## src/rtl/srp_pkg.sv

```systemverilog
package srp_pkg;
  localparam int unsigned DATA_W = 8;
  localparam logic [DATA_W-1:0] END_MARK = 8'hFF;

  typedef enum logic [7:0] {
    CMD_STOP  = 8'h00,
    CMD_LOAD  = 8'h40,
    CMD_START = 8'h80
  } cmd_e;
endpackage

```

## src/rtl/srp_tick_gen.sv

```systemverilog
module srp_tick_gen #(
  parameter int unsigned DIV_W = 16
) (
  input  logic             clk_i,
  input  logic             rst_ni,
  input  logic [DIV_W-1:0] div_i,
  output logic             tick_o
);
  logic [DIV_W-1:0] cnt_q;

  assign tick_o = (cnt_q == '0);

  always_ff @(posedge clk_i or negedge rst_ni) begin
    if (!rst_ni)     cnt_q <= '0;
    else if (tick_o) cnt_q <= div_i;
    else             cnt_q <= cnt_q - 1'b1;
  end
endmodule

```

## src/rtl/srp_addr_ctr.sv

```systemverilog
module srp_addr_ctr #(
  parameter int unsigned PAGE_W = 4,
  parameter int unsigned OFFS_W = 14,
  localparam int unsigned ADDR_W = PAGE_W + OFFS_W
) (
  input  logic              clk_i,
  input  logic              rst_ni,
  input  logic              load_i,
  input  logic [PAGE_W-1:0] page_i,
  input  logic              adv_i,
  output logic [ADDR_W-1:0] addr_o
);
  logic [ADDR_W-1:0] addr_q;

  assign addr_o = addr_q;

  // full-width increment: offset carries straight into the page field
  always_ff @(posedge clk_i or negedge rst_ni) begin
    if (!rst_ni)     addr_q <= '0;
    else if (load_i) addr_q <= {page_i, {OFFS_W{1'b0}}};
    else if (adv_i)  addr_q <= addr_q + 1'b1;
  end
endmodule

```

## src/rtl/srp_cs_decode.sv

```systemverilog
module srp_cs_decode #(
  parameter int unsigned CHIP_W   = 4,
  parameter int unsigned NUM_ROMS = 10
) (
  input  logic [CHIP_W-1:0]   chip_i,
  output logic [NUM_ROMS-1:0] cs_o
);
  for (genvar i = 0; i < NUM_ROMS; i++) begin : g_cs
    assign cs_o[i] = (chip_i == CHIP_W'(i));
  end
endmodule

```

## src/rtl/sample_rom_player.sv

```systemverilog
module sample_rom_player
  import srp_pkg::*;
#(
  parameter int unsigned CHIP_W   = 4,
  parameter int unsigned PAGE_W   = 4,
  parameter int unsigned OFFS_W   = 14,
  parameter int unsigned NUM_ROMS = 10,
  parameter int unsigned DIV_W    = 16,
  localparam int unsigned ADDR_W  = PAGE_W + OFFS_W,
  localparam int unsigned CTRL_W  = CHIP_W + PAGE_W
) (
  input  logic                clk_i,
  input  logic                rst_ni,
  input  logic                ctrl_we_i,
  input  logic [CTRL_W-1:0]   ctrl_i,
  input  logic                cmd_we_i,
  input  logic [7:0]          cmd_i,
  input  logic [DIV_W-1:0]    tick_div_i,
  input  logic [DATA_W-1:0]   rom_data_i,
  output logic [ADDR_W-1:0]   rom_addr_o,
  output logic [NUM_ROMS-1:0] rom_cs_o,
  output logic [DATA_W-1:0]   dac_o,
  output logic                irq_no
);
  logic [CTRL_W-1:0] ctrl_q;
  logic [CHIP_W-1:0] chip_q;
  logic              play_q, irq_q;
  logic [DATA_W-1:0] dac_q;
  logic              tick, fetch, is_end;
  logic              cmd_load, cmd_start, cmd_stop;

  assign cmd_load  = cmd_we_i && (cmd_i == CMD_LOAD);
  assign cmd_start = cmd_we_i && (cmd_i == CMD_START);
  assign cmd_stop  = cmd_we_i && (cmd_i == CMD_STOP);

  srp_tick_gen #(.DIV_W(DIV_W)) u_tick (
    .clk_i (clk_i),
    .rst_ni(rst_ni),
    .div_i (tick_div_i),
    .tick_o(tick)
  );

  assign fetch  = play_q && tick;
  assign is_end = (rom_data_i == END_MARK);

  srp_addr_ctr #(.PAGE_W(PAGE_W), .OFFS_W(OFFS_W)) u_addr (
    .clk_i (clk_i),
    .rst_ni(rst_ni),
    .load_i(cmd_load),
    .page_i(ctrl_q[PAGE_W-1:0]),
    .adv_i (fetch && !is_end),
    .addr_o(rom_addr_o)
  );

  srp_cs_decode #(.CHIP_W(CHIP_W), .NUM_ROMS(NUM_ROMS)) u_cs (
    .chip_i(chip_q),
    .cs_o  (rom_cs_o)
  );

  always_ff @(posedge clk_i or negedge rst_ni) begin
    if (!rst_ni) begin
      ctrl_q <= '0;
      chip_q <= '0;
    end else begin
      if (ctrl_we_i) ctrl_q <= ctrl_i;
      if (cmd_load)  chip_q <= ctrl_q[CTRL_W-1:PAGE_W];
    end
  end

  // host commands win over the end marker in the same cycle
  always_ff @(posedge clk_i or negedge rst_ni) begin
    if (!rst_ni) begin
      play_q <= 1'b0;
      irq_q  <= 1'b0;
      dac_q  <= '0;
    end else begin
      if (fetch && !is_end) dac_q <= rom_data_i;
      if (cmd_load || cmd_stop) begin
        play_q <= 1'b0;
        irq_q  <= 1'b0;
      end else if (cmd_start) begin
        play_q <= 1'b1;
      end else if (fetch && is_end) begin
        play_q <= 1'b0;
        irq_q  <= 1'b1;
      end
    end
  end

  assign dac_o  = dac_q;
  assign irq_no = !irq_q;
endmodule

```

## config.mk

```make
export PLATFORM = sky130hd
export DESIGN_NAME = sample_rom_player
export DESIGN_NICKNAME = d
export VERILOG_FILES = /design/src/rtl/srp_pkg.sv /design/src/rtl/srp_tick_gen.sv /design/src/rtl/srp_addr_ctr.sv /design/src/rtl/srp_cs_decode.sv /design/src/rtl/sample_rom_player.sv
export SDC_FILE = /design/constraint.sdc
export NUM_CORES = 1
export LEC_CHECK = 0
export ABC_AREA = 1
export CAP_MARGIN = 20
export CORE_AREA = 2 2 115 117
export DETAILED_ROUTE_END_ITERATION = 6
export DIE_AREA = 0 0 117 119
export DONT_BUFFER_PORTS = 1
export SYNTH_ARGS = -nofsm -noshare
export SYNTH_HDL_FRONTEND = slang
export SYNTH_SLANG_ARGS = --single-unit
```

## constraint.sdc

```tcl
create_clock -name clk_i -period 4.5 [get_ports clk_i]
set_clock_uncertainty 0.2 [all_clocks]
set_input_delay 0.45 -clock clk_i [delete_from_list [all_inputs] [get_ports clk_i]]
set_output_delay 0.45 -clock clk_i [all_outputs]
set_load 0.01 [all_outputs]
```

# [After elaboration in Yosys (flattened, before gate mapping)]
# Cells that the tools add are included.
[totals] ff_bits=56 in_bits=44 out_inout_bits=37 wordCells=47
[op_classes] addsub=2 eq_ne=13 muxes=9 reduce_logical=16
[op_table] operator="18-bit two-way mux" count=2
[op_table] operator="18-bit by 1-bit adder with 18-bit output (second input constant)" count=1
[op_table] operator="4-bit by 3-bit == test with 1-bit output (second input constant)" count=4
[op_table] operator="8-bit == test (second input constant)" count=2
[op_table] operator="16-bit logical NOT" count=1
[op_table] operator="16-bit two-way mux" count=1
[op_table] operator="16-bit by 1-bit subtractor with 16-bit output (second input constant)" count=1
[op_table] operator="4-bit by 2-bit == test with 1-bit output (second input constant)" count=2
[op_table] operator="4-bit == test (second input constant)" count=2
[op_table] operator="8-bit by 7-bit == test with 1-bit output (second input constant)" count=1
[op_table] operator="8-bit logical NOT" count=1
[op_table] operator="1-bit logical AND" count=6
[op_table] operator="1-bit two-way mux" count=6
[op_table] operator="4-bit by 1-bit == test with 1-bit output (second input constant)" count=1
[op_table] operator="4-bit logical NOT" count=1
[op_table] operator="2-bit nonzero test" count=2
[op_table] operator="3-bit nonzero test" count=1
[op_table] operator="1-bit logical NOT" count=2
[op_table] operator="2-bit by 1-bit inequality test with 1-bit output (second input constant)" count=1
[op_table] operator="2-bit AND reduction" count=1
[op_table] operator="1-bit logical OR" count=1

# [Depth between registers and ports, before layout]
# Gate-level depths: netlist of the first run.
[logic_depth] word_depth=6 mapped_depth=12 mapped_depth_nobuf=11

# [Modules after synthesis]
# Synthesis of the first run repeated with hierarchy kept, for this count alone.
[hier_totals] hier_cells=436 hier_area_um2=3314.4
[by_module_without_submodules] mod="srp_addr_ctr" instances=1 cells_each=159 area_each_um2=1203.7 seq_area_each_um2=450.4
[by_module_without_submodules] mod="srp_tick_gen" instances=1 cells_each=153 area_each_um2=1058.5 seq_area_each_um2=400.4
[by_module_without_submodules] mod="sample_rom_player" instances=1 cells_each=103 area_each_um2=973.4 seq_area_each_um2=550.5
[by_module_without_submodules] mod="srp_cs_decode" instances=1 cells_each=21 area_each_um2=78.8 seq_area_each_um2=0.0

# [Worst setup path before layout of the first run]
# Ideal clock, no wire load.
[synth_path] path_kind="register to register" startpoint="reg u_tick.cnt_q[0]" endpoint="reg u_addr.addr_q[13], in the netlist u_addr.addr_o[13]" setup_ns=0.118 arrival_time_ns=1.493 required_time_ns=4.182 path_slack_ns=2.689 stages_incl_launch_ff=13 n_path_buf=1 synth_period_minus_slack_ns=1.811 path_cell_list="dfrtp_1 -> inv_1 -> ha_1 -> inv_1 -> nor2_1 -> nand2_1 -> nor2_4 -> nand4_4 -> nand2_4 -> inv_2 -> buf_6 -> nand2_1 -> nand2_1"
[synth_between] elab_chain_len=4
[synth_lines] element="start, declared" line_no="srp_tick_gen.sv:9" rtl="logic [DIV_W-1:0] cnt_q;"
[synth_lines] element="start signal, assigned" line_no="srp_tick_gen.sv:15" rtl="else if (tick_o) cnt_q <= div_i;"
[synth_lines] element="start signal, assigned" line_no="srp_tick_gen.sv:16" rtl="else cnt_q <= cnt_q - 1'b1;"
[synth_lines] element="16-bit logical NOT" line_no="srp_tick_gen.sv:11" rtl="assign tick_o = (cnt_q == '0);"
[synth_lines] element="1-bit logical AND" line_no="sample_rom_player.sv:43" rtl="assign fetch = play_q && tick;"
[synth_lines] element="1-bit logical AND" line_no="sample_rom_player.sv:51" rtl=".adv_i (fetch && !is_end),"
[synth_lines] element="2-bit nonzero test (no source line)"
[synth_lines] element="end signal, assigned" line_no="srp_addr_ctr.sv:20" rtl="else if (load_i) addr_q <= {page_i, {OFFS_W{1'b0}}};"
[synth_lines] element="end signal, assigned" line_no="srp_addr_ctr.sv:21" rtl="else if (adv_i) addr_q <= addr_q + 1'b1;"
[synth_lines] element="end, declared" line_no="srp_addr_ctr.sv:13" rtl="logic [ADDR_W-1:0] addr_q;"
# No other way between the ends.
# A chain may end at the register's enable or synchronous reset.

# [Worst setup path in the final report of the first run]
[layout_path] startpoint="reg u_tick.cnt_q[0]" endpoint="reg u_tick.cnt_q[15]"
[layout_between] elab_chain_len=2 word_cells_on_any_way=3 classes_between="add/sub (1); mux (1); reduce/logical (1)"
[layout_lines] element="16-bit by 1-bit subtractor with 16-bit output or 16-bit logical NOT (tied branches)" line_no="srp_tick_gen.sv:16, srp_tick_gen.sv:11"
[layout_lines] element="16-bit two-way mux *" line_no="srp_tick_gen.sv:15"
# Every way passes the cells marked *; elsewhere a longest branch is shown, timed or not.

==> summary.md, run 1 <==
| Metric | Value |
|---|---|
| Max FO, Critical Path | `21` |
| I/O pins | `81` |
| RSZ-0062 raised after global routing | `no` |
| Slowest-stage cell, CP | `nand2_1` |
| GRT overflow | `0` |
| Least-Margin Pin Slew | `636.4 ps` |
| WP buf/inv | `2` |
| Fmax | `0.4613 GHz` |
| PwrDens | `~330 mW/mm^2` |
| Clock Path Buffers | `2` |
| DRT Wirelength | `7781 microns` |
| Syn nets | `456` |
| Synthesis-stage register bit count | `56` |
| Vias in the first global route | `2555` |
| Routed Antenna Nets | `0` |
| Worst-Skew Late Latency | `300 ps` |
| Arrival @ worst endpoint | `2130 ps` |
| Post-Synthesis Cells | `409` |
| Via count | `between 2000 and 3000` |
| Hold Path Class | `input port to flip-flop` |
| Die area | `0.01392 sq mm` |
| Setup-failing EPs final | `0` |
| Largest net degree at the start of global routing | `57` |
| Most frequent cells in the layout | `nand2_1 (130), nor2_1 (76), dfrtp_1 (56)` |
| Syn. warnings | `0` |
| CP Data Required Time | `4460 ps` |
| Outcome | `finished, final reports clean` |
| TritonRoute pass-1 iters | `4` |
| Max IR drop VDD | `between 0.0001 and 0.00015 V` |
| First-pass GRT wire length | `around 13000 microns` |
| Crit path cell chain | `inv_1 > ha_1 > inv_1 > nor2_1 > nand2_1 > nor2_4 > nand2_1 > nor2_1 > a21oi_1` |
| Total CTS buffers | `5` |
| Wire per inst | `13.23 microns` |
| Family with the most delay on the worst path | `simple AND/OR/NAND/NOR gates` |
| H-tree levels | `2` |
| Minimum clock period after layout | `around 2200 ps` |
| DRT iter0 DRCs | `between 150 and 200` |
| Max Slew Vio Count | `0` |
| Syn avg cell area | `7.636 sq um` |
| GRT Overall Usage | `0.1153` |
| Resized cells post-CTS | `0` |
| Die Y | `119 microns` |
| Post-layout util | `0.2711` |
| Max-slew headroom | `0.5747` |
| Setup ws final | `2332 ps` |
| Critical path class | `flip-flop to flip-flop` |
| Netlist cell types | `31` |
| Hold Violations, Final | `0` |
| Initial antenna violation count | `0` |
| Worst setup EP type | `flip-flop` |
| Mapped cell area | `0.003123 sq mm` |
| Layout cell share with drive strength beyond 1 | `0.08010` |
| DP Area | `0.003301 sq mm` |
| Post-Route Setup TNS | `0 ps` |
| Final Cycle Share | `0.4817` |
| Die Width | `between 100 and 150 microns` |
| Global placement routability congestion | `~0.83` |
| Crit start category | `flip-flop` |
| Leakage | `0.001482 uW` |
| Clock Root Buffer | `clkbuf_16` |
| Post-place setup slack | `2216 ps` |
| Synth-to-Final Area Change | `11.78%` |
| CTS sink count | `56` |
| Antenna diodes | `0` |
| Design Area, Final | `around 0.0035 sq mm` |
| Post-DR vias/cell | `4.481` |
| NumNets Final | `about 460` |
| Max-Cap Viols | `0` |
| Most common cell after layout, fill and taps aside | `nand2_1` |
| CTS tree | `done` |
| Setup Fix Bufs, Post-CTS | `0` |
| Clock-pin slew on the worst setup and hold paths | `around 70 ps` |
| Hold-fix buffers, CTS | `2` |
| Drt drc | `0` |
| DP HPWL | `5987 microns` |
| Core area | `between 0.01 and 0.015 sq mm` |
| Initial Utilization | `0.2426` |
| Row cnt | `42` |
| IO buf count | `0` |
| Seq/Total Area, Yosys | `0.4487` |
| CP max stage delay | `410 ps` |
[cell type report]
cell class / count / area [sq um]
timing repair buffer: 2 / 37.54
sequential: 56 / 1401
clock buffer: 6 / 138.9
fill: 1403 / 9384
clock inverter: 2 / 13.76
tap: 176 / 220.2
multi-input combinational: 319 / 1578
inverter: 27 / 101.3
[cells in the mapped netlist]
| cell | instances | area (sq um) |
|---|---|---|
| nand2_1 | 130 | 488.0 |
| nor2_1 | 76 | 285.3 |
| dfrtp_1 | 56 | 1401 |
| inv_1 | 25 | 93.84 |
| nand3_1 | 23 | 115.1 |
| o21ai_0 | 15 | 75.07 |
| a21oi_1 | 10 | 50.05 |
| xor2_1 | 10 | 87.58 |
| nor3_1 | 9 | 45.04 |
| mux2_2 | 7 | 78.83 |
| xnor2_1 | 6 | 52.55 |
| nor2_4 | 5 | 56.30 |
| clkbuf_1 | 4 | 15.01 |
| o22a_1 | 4 | 35.03 |
| a31oi_1 | 3 | 18.77 |
| ha_1 | 3 | 37.54 |
| nand3b_1 | 3 | 22.52 |
| nand4_1 | 3 | 18.77 |
| or2_2 | 3 | 18.77 |
| buf_6 | 2 | 22.52 |
| inv_2 | 2 | 7.510 |
| buf_2 | 1 | 5.000 |
| nand2_2 | 1 | 6.260 |
| nand2_4 | 1 | 11.26 |
| nand3_4 | 1 | 17.52 |
| nand4_4 | 1 | 21.27 |
| nor2_2 | 1 | 6.260 |
| nor3_2 | 1 | 10.01 |
| nor4_1 | 1 | 6.260 |
| o21ai_1 | 1 | 5.000 |
| o21ai_2 | 1 | 8.760 |
[state kept, by name, summed over array words and instances (netlist names)]
signal         flops
chip_q             4
ctrl_q             8
irq_q              1
u_addr.addr_o     18
dac_o              8
play_q             1
u_tick.cnt_q      16
[cell families after synthesis]
group | synth area share
AOI/OAI and AO/OA | 0.06170
xor gates and xnor gates | 0.04487
adders and majority gates | 0.01202
buffers and inverters | 0.04607
DFF | 0.4487
muxes | 0.02524
and+or+nand+nor | 0.3614
[per-layer routing]
layer / wire length (microns) / GRT usage / up-vias
li1: - / - / 1315
met1: 3288 / 0.1425 / 1243
met2: 3754 / 0.1915 / 70
met3: 657 / 0.04326 / 7
met4: 81 / 0.02353 / 0
met5: 0 / 0 / -
[report_power, final]
part           switching, uW  total, uW  internal (uW)  leakage (uW)
combinational           77.3        137           59.5      0.000728
sequential              62.1        618            555      0.000677
clock                    186        409            223     0.0000772
[final timing paths]
check                           depth (start not counted)             from  slack (ps)                end
worst min-delay path                                    1        ctrl_we_i          60          ctrl_q[6]
max in group asynchronous                               2           rst_ni        3360  u_addr.addr_o[16]
worst max-delay path                                    9  u_tick.cnt_q[0]        2330   u_tick.cnt_q[15]
worst min register to register                          1  u_tick.cnt_q[0]         290    u_tick.cnt_q[0]
min in group asynchronous                               2           rst_ni         470    u_tick.cnt_q[3]
worst max register to register                          9  u_tick.cnt_q[0]        2330   u_tick.cnt_q[15]
[stage by stage]
stage	hold slack [ps]	std cells	power (uW)
after floorplan	-45.59	409	716.1
after global placement	-44.03	578	744.7
after detailed placement	-44.13	578	750.8
after CTS	47.46	588	1181
after global routing	65.35	588	1228
final	56.54	588	1163
(Power assumes the default switching activity.)
==> run 2, diff against run 1 <==
Settings changed: ABC_AREA 1 to 0, CORE_AREA 2 2 115 117 to 2 2 110 112, DIE_AREA 0 0 117 119 to 0 0 112 114.
Clock period 4.5 ns to 2.15 ns, I/O delays scaled along.
==> summary.md, run 2 <==
| Metric | Value |
|---|---|
| DP HPWL | `5223 microns (was 5987 microns)` |
| Syn nets | `324 (was 456)` |
| Most frequent cells in the layout | `dfrtp_1 (56), dlygate4sd3_1 (43), nor2_1 (38) (was nand2_1 (130), nor2_1 (76), dfrtp_1 (56))` |
| Initial Utilization | `0.2442 (was 0.2426)` |
| RSZ-0062 raised after global routing | `yes (was no)` |
| Clock Root Buffer | `clkbuf_16 (unchanged)` |
| Die area | `0.01277 sq mm (was 0.01392 sq mm)` |
| NumNets Final | `408 (was 458)` |
| Most common cell in the synthesized netlist | `dfrtp_1 (was nand2_1)` |
| DRT Wirelength | `7443 microns (was 7781 microns)` |
| GRT overflow | `0 (unchanged)` |
| Top cells by area, synth | `dfrtp_1 (49%), mux2_2 (8.7%), xnor2_1 (5.8%) (was dfrtp_1 (45%), nand2_1 (16%), nor2_1 (9.1%))` |
| Clock Path Buffers | `2 (unchanged)` |
| Outcome | `finished, final reports clean (unchanged)` |
| Max Slew Vio Count | `0 (unchanged)` |
| FF-to-FF path depth | `8 (was 9)` |
| Synth area leader | `dfrtp_1 (unchanged)` |
| CP Data Required Time | `2130 ps (was 4460 ps)` |
| Post-layout util | `0.3557 (was 0.2711)` |
| Syn. warnings | `0 (unchanged)` |
| Arrival @ worst endpoint | `2080 ps (was 2130 ps)` |
| Synthesis-stage register bit count | `56 (unchanged)` |
| Mapped cell area | `0.002860 sq mm (was 0.003123 sq mm)` |
| Most common cell after layout, fill and taps aside | `dfrtp_1 (was nand2_1)` |
| CTS sink count | `56 (unchanged)` |
| Drt drc | `0 (unchanged)` |
| Post-DR vias/cell | `4.648 (was 4.481)` |
| Vias in the first global route | `2445 (was 2555)` |
| Die Width | `112 microns (was 117 microns)` |
| EDFF count, synth | `0 (unchanged)` |
| Antenna diodes | `0 (unchanged)` |
| Routed Antenna Nets | `0 (unchanged)` |
| Final Cycle Share | `0.9774 (was 0.4817)` |
| Max-Cap Viols | `0 (unchanged)` |
| Wire per inst | `14.62 microns (was 13.23 microns)` |
| Layout cell share with drive strength beyond 1 | `0.2790 (was 0.08010)` |
| PwrDens | `640.0 mW/mm^2 (was 333.3 mW/mm^2)` |
| Syn avg cell area | `10.33 sq um (was 7.636 sq um)` |
| Netlist cell types | `43 (was 31)` |
| Tot Pwr | `2666 uW (was 1163 uW)` |
| First-pass GRT wire length | `11610 microns (was 12770 microns)` |
| Die Y | `114 microns (was 119 microns)` |
| Total CTS buffers | `5 (unchanged)` |
| Post-synth top area share | `0.4899 (was 0.4487)` |
| TritonRoute pass-1 iters | `4 (unchanged)` |
| Worst setup EP type | `flip-flop (unchanged)` |
| Final hold slack | `9.445 ps (was 56.54 ps)` |
| Seq/Total Area, Yosys | `0.4899 (was 0.4487)` |
| WHS Path Cells | `3 (was 1)` |
| Setup-failing EPs final | `0 (unchanged)` |
| Fmax | `0.4758 GHz (was 0.4613 GHz)` |
| Clock-pin slew on the worst setup and hold paths | `80 ps (was 70 ps)` |
| Async SR Flop Fraction | `1.000 (unchanged)` |
| DP Area | `0.003273 sq mm (was 0.003301 sq mm)` |
| Design Area, Final | `0.004165 sq mm (was 0.003491 sq mm)` |
| Top post-synthesis cells by count | `dfrtp_1 (56), nor2_1 (38), nand2_1 (23) (was nand2_1 (130), nor2_1 (76), dfrtp_1 (56))` |
| Global placement routability congestion | `0.7715 (was 0.8270)` |
| Ys flop type | `dfrtp_1 (unchanged)` |
| Via count | `2366 (was 2635)` |
| I/O pins | `81 (unchanged)` |
| DRT iter0 DRCs | `68 (was 176)` |
| GRT Overall Usage | `0.1134 (was 0.1153)` |
| Largest net degree at the start of global routing | `57 (unchanged)` |
| Max FO, Critical Path | `5 (was 21)` |
| Synth-to-Final Area Change | `45.63% (was 11.78%)` |
| Row cnt | `40 (was 42)` |
| Post-Synthesis Cells | `277 (was 409)` |
| Crit start category | `flip-flop (unchanged)` |
| Hold Violations, Final | `0 (unchanged)` |
| Max reg flops | `18 (unchanged)` |
| Max-slew headroom | `0.6511 (was 0.5747)` |
| IO buf count | `0 (unchanged)` |
| Least-Margin Pin Slew | `518.6 ps (was 636.4 ps)` |
| Critical path class | `flip-flop to flip-flop (unchanged)` |
| Max IR drop VDD | `0.0002885 V (was 0.0001488 V)` |
| CTS tree | `done (unchanged)` |
| Worst-Skew Late Latency | `290 ps (was 300 ps)` |
| H-tree levels | `2 (unchanged)` |
| Leakage | `0.001809 uW (was 0.001482 uW)` |
| Initial antenna violation count | `0 (unchanged)` |
| Hold Path Class | `input port to flip-flop (unchanged)` |
| Core area | `0.01171 sq mm (was 0.01287 sq mm)` |
| Minimum clock period after layout | `2102 ps (was 2168 ps)` |
-- run 2: changes by cell type after synthesis, moves of 4 or more --
cell      change
inv_1        -16
mux2_2       +15
nand2_1     -107
nand2b_1      +5
nand3_1      -16
nor2_1       -38
nor2_4        -5
nor3_1        +5
nor4_1       +10
o21ai_0      -12
o22a_1        -4
xnor2_1      +13
-- run 2: area by class of cell --
type | count | area (sq um)
flip-flops and latches | 56 | 1401
inverters | 9 | 33.78
multi-input cells | 204 | 1574
clock buffers | 5 | 125.1
well taps | 147 | 183.9
repair buffers | 85 | 823.3
fillers | 1199 | 7546
clock inverters | 3 | 23.77
-- run 2: per-layer routing --
metal  global-route usage  share of wire  vias to the layer above
li1                     -              -                     1142
met4              0.04146          0.019                        0
met5                    0              0                        -
met3              0.03135          0.058                       11
met2               0.1960           0.50                       61
met1               0.1359           0.42                     1152
-- run 2: final timing paths --
path	start	end	slack (ps)
worst max-delay path	u_tick.cnt_q[0]	u_addr.addr_o[16]	50
worst min-delay path	cmd_i[0]	irq_q	9
worst max register to register	u_tick.cnt_q[0]	u_addr.addr_o[16]	50
worst min register to register	ctrl_q[1]	u_addr.addr_o[15]	290
max in group asynchronous	rst_ni	dac_o[7]	1250
min in group asynchronous	rst_ni	ctrl_q[0]	230
-- run 2: power breakdown --
part           leakage [uW]  internal (uW)  switching (uW)
combinational       0.00103            309             224
sequential         0.000717           1170             151
clock             0.0000660            434             382
total               0.00181           1910             756
-- run 2: stage by stage --
| stage | setup slack, ps | TNS, ps | instances |
|---|---|---|---|
| floorplan | 33.12 | 0 | 277 |
| global placement | 14.93 | 0 | 450 |
| detailed placement | -41.13 | -103.7 | 450 |
| CTS | 6.206 | 0 | 502 |
| global route | -77.84 | -426.4 | 509 |
| finish | 48.49 | 0 | 509 |
-- run 2: critical path, stage by stage (launching register included) --
cell     delay [ps]
dfrtp_1         390
inv_2            90
ha_4            130
nor4b_4         240
nand4_4         230
buf_4           210
nor4_4          140
xor2_1          100
mux2_2          260
-- run 2: what timing repair did --
item | 4_1_cts | 5_1_grt
cloned | 0 | 1
endpoints found under the hold margin | 89 | 0
gates resized for setup | 3 | 32
hold buffers | 44 | 0
buffers inserted | 0 | 6
setup endpoints to repair | 7 | 26
pin swaps | 0 | 18
-- run 2: kinds of logic (layout without fill, tap and decap cells) --
logic type / count (synthesis) / in the layout / synth area share
and+or+nand+nor: 129 / 129 / 0.2507
DFF: 56 / 56 / 0.4899
xor gates and xnor gates: 26 / 26 / 0.07962
AOI/OAI and AO/OA: 23 / 23 / 0.04681
muxes: 23 / 23 / 0.09011
buffers and inverters: 17 / 102 / 0.02975
adders and majority gates: 3 / 3 / 0.01312
==> run 3, diff against run 2 <==
--- a/config.mk
+++ b/config.mk
@@ -12,4 +12,5 @@
 export DIE_AREA = 0 0 112 114
 export DONT_BUFFER_PORTS = 1
+export GPL_TIMING_DRIVEN = 0
 export SYNTH_ARGS = -nofsm -noshare
 export SYNTH_HDL_FRONTEND = slang
==> constraint.sdc (replaced) <==
create_clock -name clk_i -period 2.15 [get_ports clk_i]
set_clock_uncertainty 0.2 [all_clocks]
set_input_delay 0.1075 -clock clk_i [delete_from_list [all_inputs] [get_ports clk_i]]
set_output_delay 0.1075 -clock clk_i [all_outputs]
set_load 0.01 [all_outputs]
==> summary.md, run 3 (synthesized netlist as in run 2, its figures left out) <==
| Metric | Value |
|---|---|
| Outcome | `finished, violations left (was finished, final reports clean)` |
| Failing checks | `negative setup slack` |
| Combinational share of power | `0.168 (was 0.200)` |
| Worst-Skew Late Latency | `300 ps (was 290 ps)` |
| DRT iter0 DRCs | `57 (was 68)` |
| Cell internal pwr | `1849 uW (was 1910 uW)` |
| Initial antenna violation count | `0 (unchanged)` |
| Clock Root Buffer | `clkbuf_16 (unchanged)` |
| Max-slew headroom | `0.6054 (was 0.6511)` |
| Max Slew Vio Count | `0 (unchanged)` |
| Clock Path Buffers | `2 (unchanged)` |
| Fmax | `0.4595 GHz (was 0.4758 GHz)` |
| Total CTS buffers | `5 (unchanged)` |
| DP HPWL | `4956 microns (was 5223 microns)` |
| PwrDens | `665.2 mW/mm^2 (was 640.0 mW/mm^2)` |
| Wire per inst | `14.92 microns (was 14.62 microns)` |
| IO buf count | `0 (unchanged)` |
| Layout cell share with drive strength beyond 1 | `0.2448 (was 0.2790)` |
| Die Y | `114 microns (unchanged)` |
| Net switching power | `766.1 uW (was 756.0 uW)` |
| RSZ-0062 raised after global routing | `yes (unchanged)` |
| Arrival @ worst endpoint | `2160 ps (was 2080 ps)` |
| I/O pins | `81 (unchanged)` |
| Max reg flops | `18 (unchanged)` |
| NumNets Final | `385 (was 408)` |
| Hold Path Class | `input port to flip-flop (unchanged)` |
| CTS sink count | `56 (unchanged)` |
| CTS tree | `done (unchanged)` |
| Max-Cap Viols | `0 (unchanged)` |
| Largest net degree at the start of global routing | `57 (unchanged)` |
| Sw Share | `0.2930 (was 0.2836)` |
| Antenna diodes | `0 (unchanged)` |
| Die Width | `112 microns (unchanged)` |
| First-pass GRT wire length | `11980 microns (was 11610 microns)` |
| TritonRoute pass-1 iters | `4 (unchanged)` |
| Crit start category | `flip-flop (unchanged)` |
| Clk pwr share | `0.316 (was 0.306)` |
| Synth-to-Final Area Change | `37.45% (was 45.63%)` |
| Post-DR vias/cell | `4.648 (about the same)` |
| Tot Pwr | `2615 uW (was 2666 uW)` |
| Setup ws final | `-26.38 ps (was 48.49 ps)` |
| Die area | `0.01277 sq mm (unchanged)` |
| Post-layout util | `0.3357 (was 0.3557)` |
| Routed Antenna Nets | `0 (unchanged)` |
| Leakage | `0.001678 uW (was 0.001809 uW)` |
| Clock-pin slew on the worst setup and hold paths | `70 ps (was 80 ps)` |
| Minimum clock period after layout | `2176 ps (was 2102 ps)` |
| Global placement routability congestion | `0.7723 (was 0.7715)` |
| Hold Violations, Final | `0 (unchanged)` |
| Vias in the first global route | `2439 (was 2445)` |
| Fill count | `1197 (was 1199)` |
| Core area | `0.01171 sq mm (unchanged)` |
| Row cnt | `40 (unchanged)` |
| Setup-failing EPs final | `2 (was 0)` |
| Most common cell after layout, fill and taps aside | `dfrtp_1 (unchanged)` |
| Worst setup EP type | `flip-flop (unchanged)` |
| Final Cycle Share | `1.012 (was 0.9774)` |
| Final hold slack | `8.070 ps (was 9.445 ps)` |
| Max FO, Critical Path | `8 (was 5)` |
| Least-Margin Pin Slew | `588.0 ps (was 518.6 ps)` |
| Via count | `2259 (was 2366)` |
| Multi-input gate area | `0.001567 sq mm (was 0.001574 sq mm)` |
| CP Data Required Time | `2130 ps (about the same)` |
| Initial Utilization | `0.2442 (unchanged)` |
| GRT Overall Usage | `0.1169 (was 0.1134)` |
| Drt drc | `0 (unchanged)` |
| Most frequent cells in the layout | `dfrtp_1 (55), nor2_1 (38), dlygate4sd3_1 (37) (was dfrtp_1 (56), dlygate4sd3_1 (43), nor2_1 (38))` |
| DRT Wirelength | `7250 microns (was 7443 microns)` |
| Max IR drop VDD | `0.0003602 V (was 0.0002885 V)` |
| Post-Route Setup TNS | `-29.40 ps (was 0 ps)` |
| Critical path class | `flip-flop to flip-flop (unchanged)` |
| Reg power frac | `0.516 (was 0.494)` |
| GRT overflow | `0 (unchanged)` |
| Reg area | `0.001403 sq mm (was 0.001401 sq mm)` |
| H-tree levels | `2 (unchanged)` |
## run 3: cell count changes in the layout (fill, tap and decap cells not counted), moves of 2 or more
| cell | before | now |
|---|---|---|
| nor4_2 | 3 | 1 |
| dlygate4sd3_1 | 43 | 37 |
| buf_2 | 0 | 2 |
| clkinvlp_4 | 2 | 0 |
| nor3_1 | 12 | 10 |
| nor4_1 | 1 | 4 |
| buf_6 | 0 | 2 |
| buf_4 | 36 | 16 |
## run 3: final timing paths
kind	endpoint	cells past startpoint	from	slack [ps]
setup / recovery	u_addr.addr_o[17]	7	u_tick.cnt_q[0]	-30
hold / removal	irq_q	4	cmd_we_i	8
setup reg to reg	u_addr.addr_o[17]	7	u_tick.cnt_q[0]	-30
hold reg to reg	u_addr.addr_o[15]	2	ctrl_q[1]	280
max in group asynchronous	u_tick.cnt_q[10]	2	rst_ni	1360
min in group asynchronous	ctrl_q[0]	2	rst_ni	130
## run 3: power groups by stage
stage	combinational (uW)	sequential (uW)	clock (uW)
after detailed placement	281	1340	0
after floorplan	241	1310	0
after global routing	491	1370	904
after CTS	415	1330	865
after global placement	273	1330	0
final	438	1350	827
## run 3: cell type report
type,count,share of cell area
timing repair buffer,55,0.1378
buffer,7,0.01400
tap,147,0.04679
multi-input combinational,204,0.3985
clock inverter,3,0.005729
inverter,9,0.008593
sequential,56,0.3568
clock buffer,5,0.03183
## run 3: worst max-delay path, stage by stage, from the launching register on
cell and delay (ps):
dfrtp_1 400, inv_2 80, ha_4 140, nor4b_4 250
nand4_4 250, nor4b_4 370, xor2_1 110, mux2_2 270
## run 3: metal layers
| layer | global-route usage | share of wire | vias to the layer above |
|---|---|---|---|
| li1 | - | - | 1096 |
| met1 | 0.1368 | 0.42 | 1100 |
| met2 | 0.2048 | 0.50 | 57 |
| met3 | 0.03401 | 0.057 | 6 |
| met4 | 0.04228 | 0.015 | 0 |
| met5 | 0 | 0 | - |
## run 3: stage by stage
step | worst slack (ps) | area [sq um] | instances
after floorplan | 33.12 | 2860 | 277
final | -26.38 | 3931 | 486
after global placement | -273.2 | 3044 | 424
after detailed placement | -319.6 | 3044 | 424
after global routing | -130.5 | 3931 | 486
after CTS | -6.332 | 3845 | 482
## run 3: repair_timing
| item | 4_1_cts | 5_1_grt |
|---|---|---|
| pin swaps | 12 | 15 |
| resized for setup | 27 | 8 |
| buffers inserted | 12 | 4 |
| endpoints found under the hold margin | 90 | 0 |
| hold buffers | 38 | 0 |
| endpoints found under the setup margin | 38 | 26 |
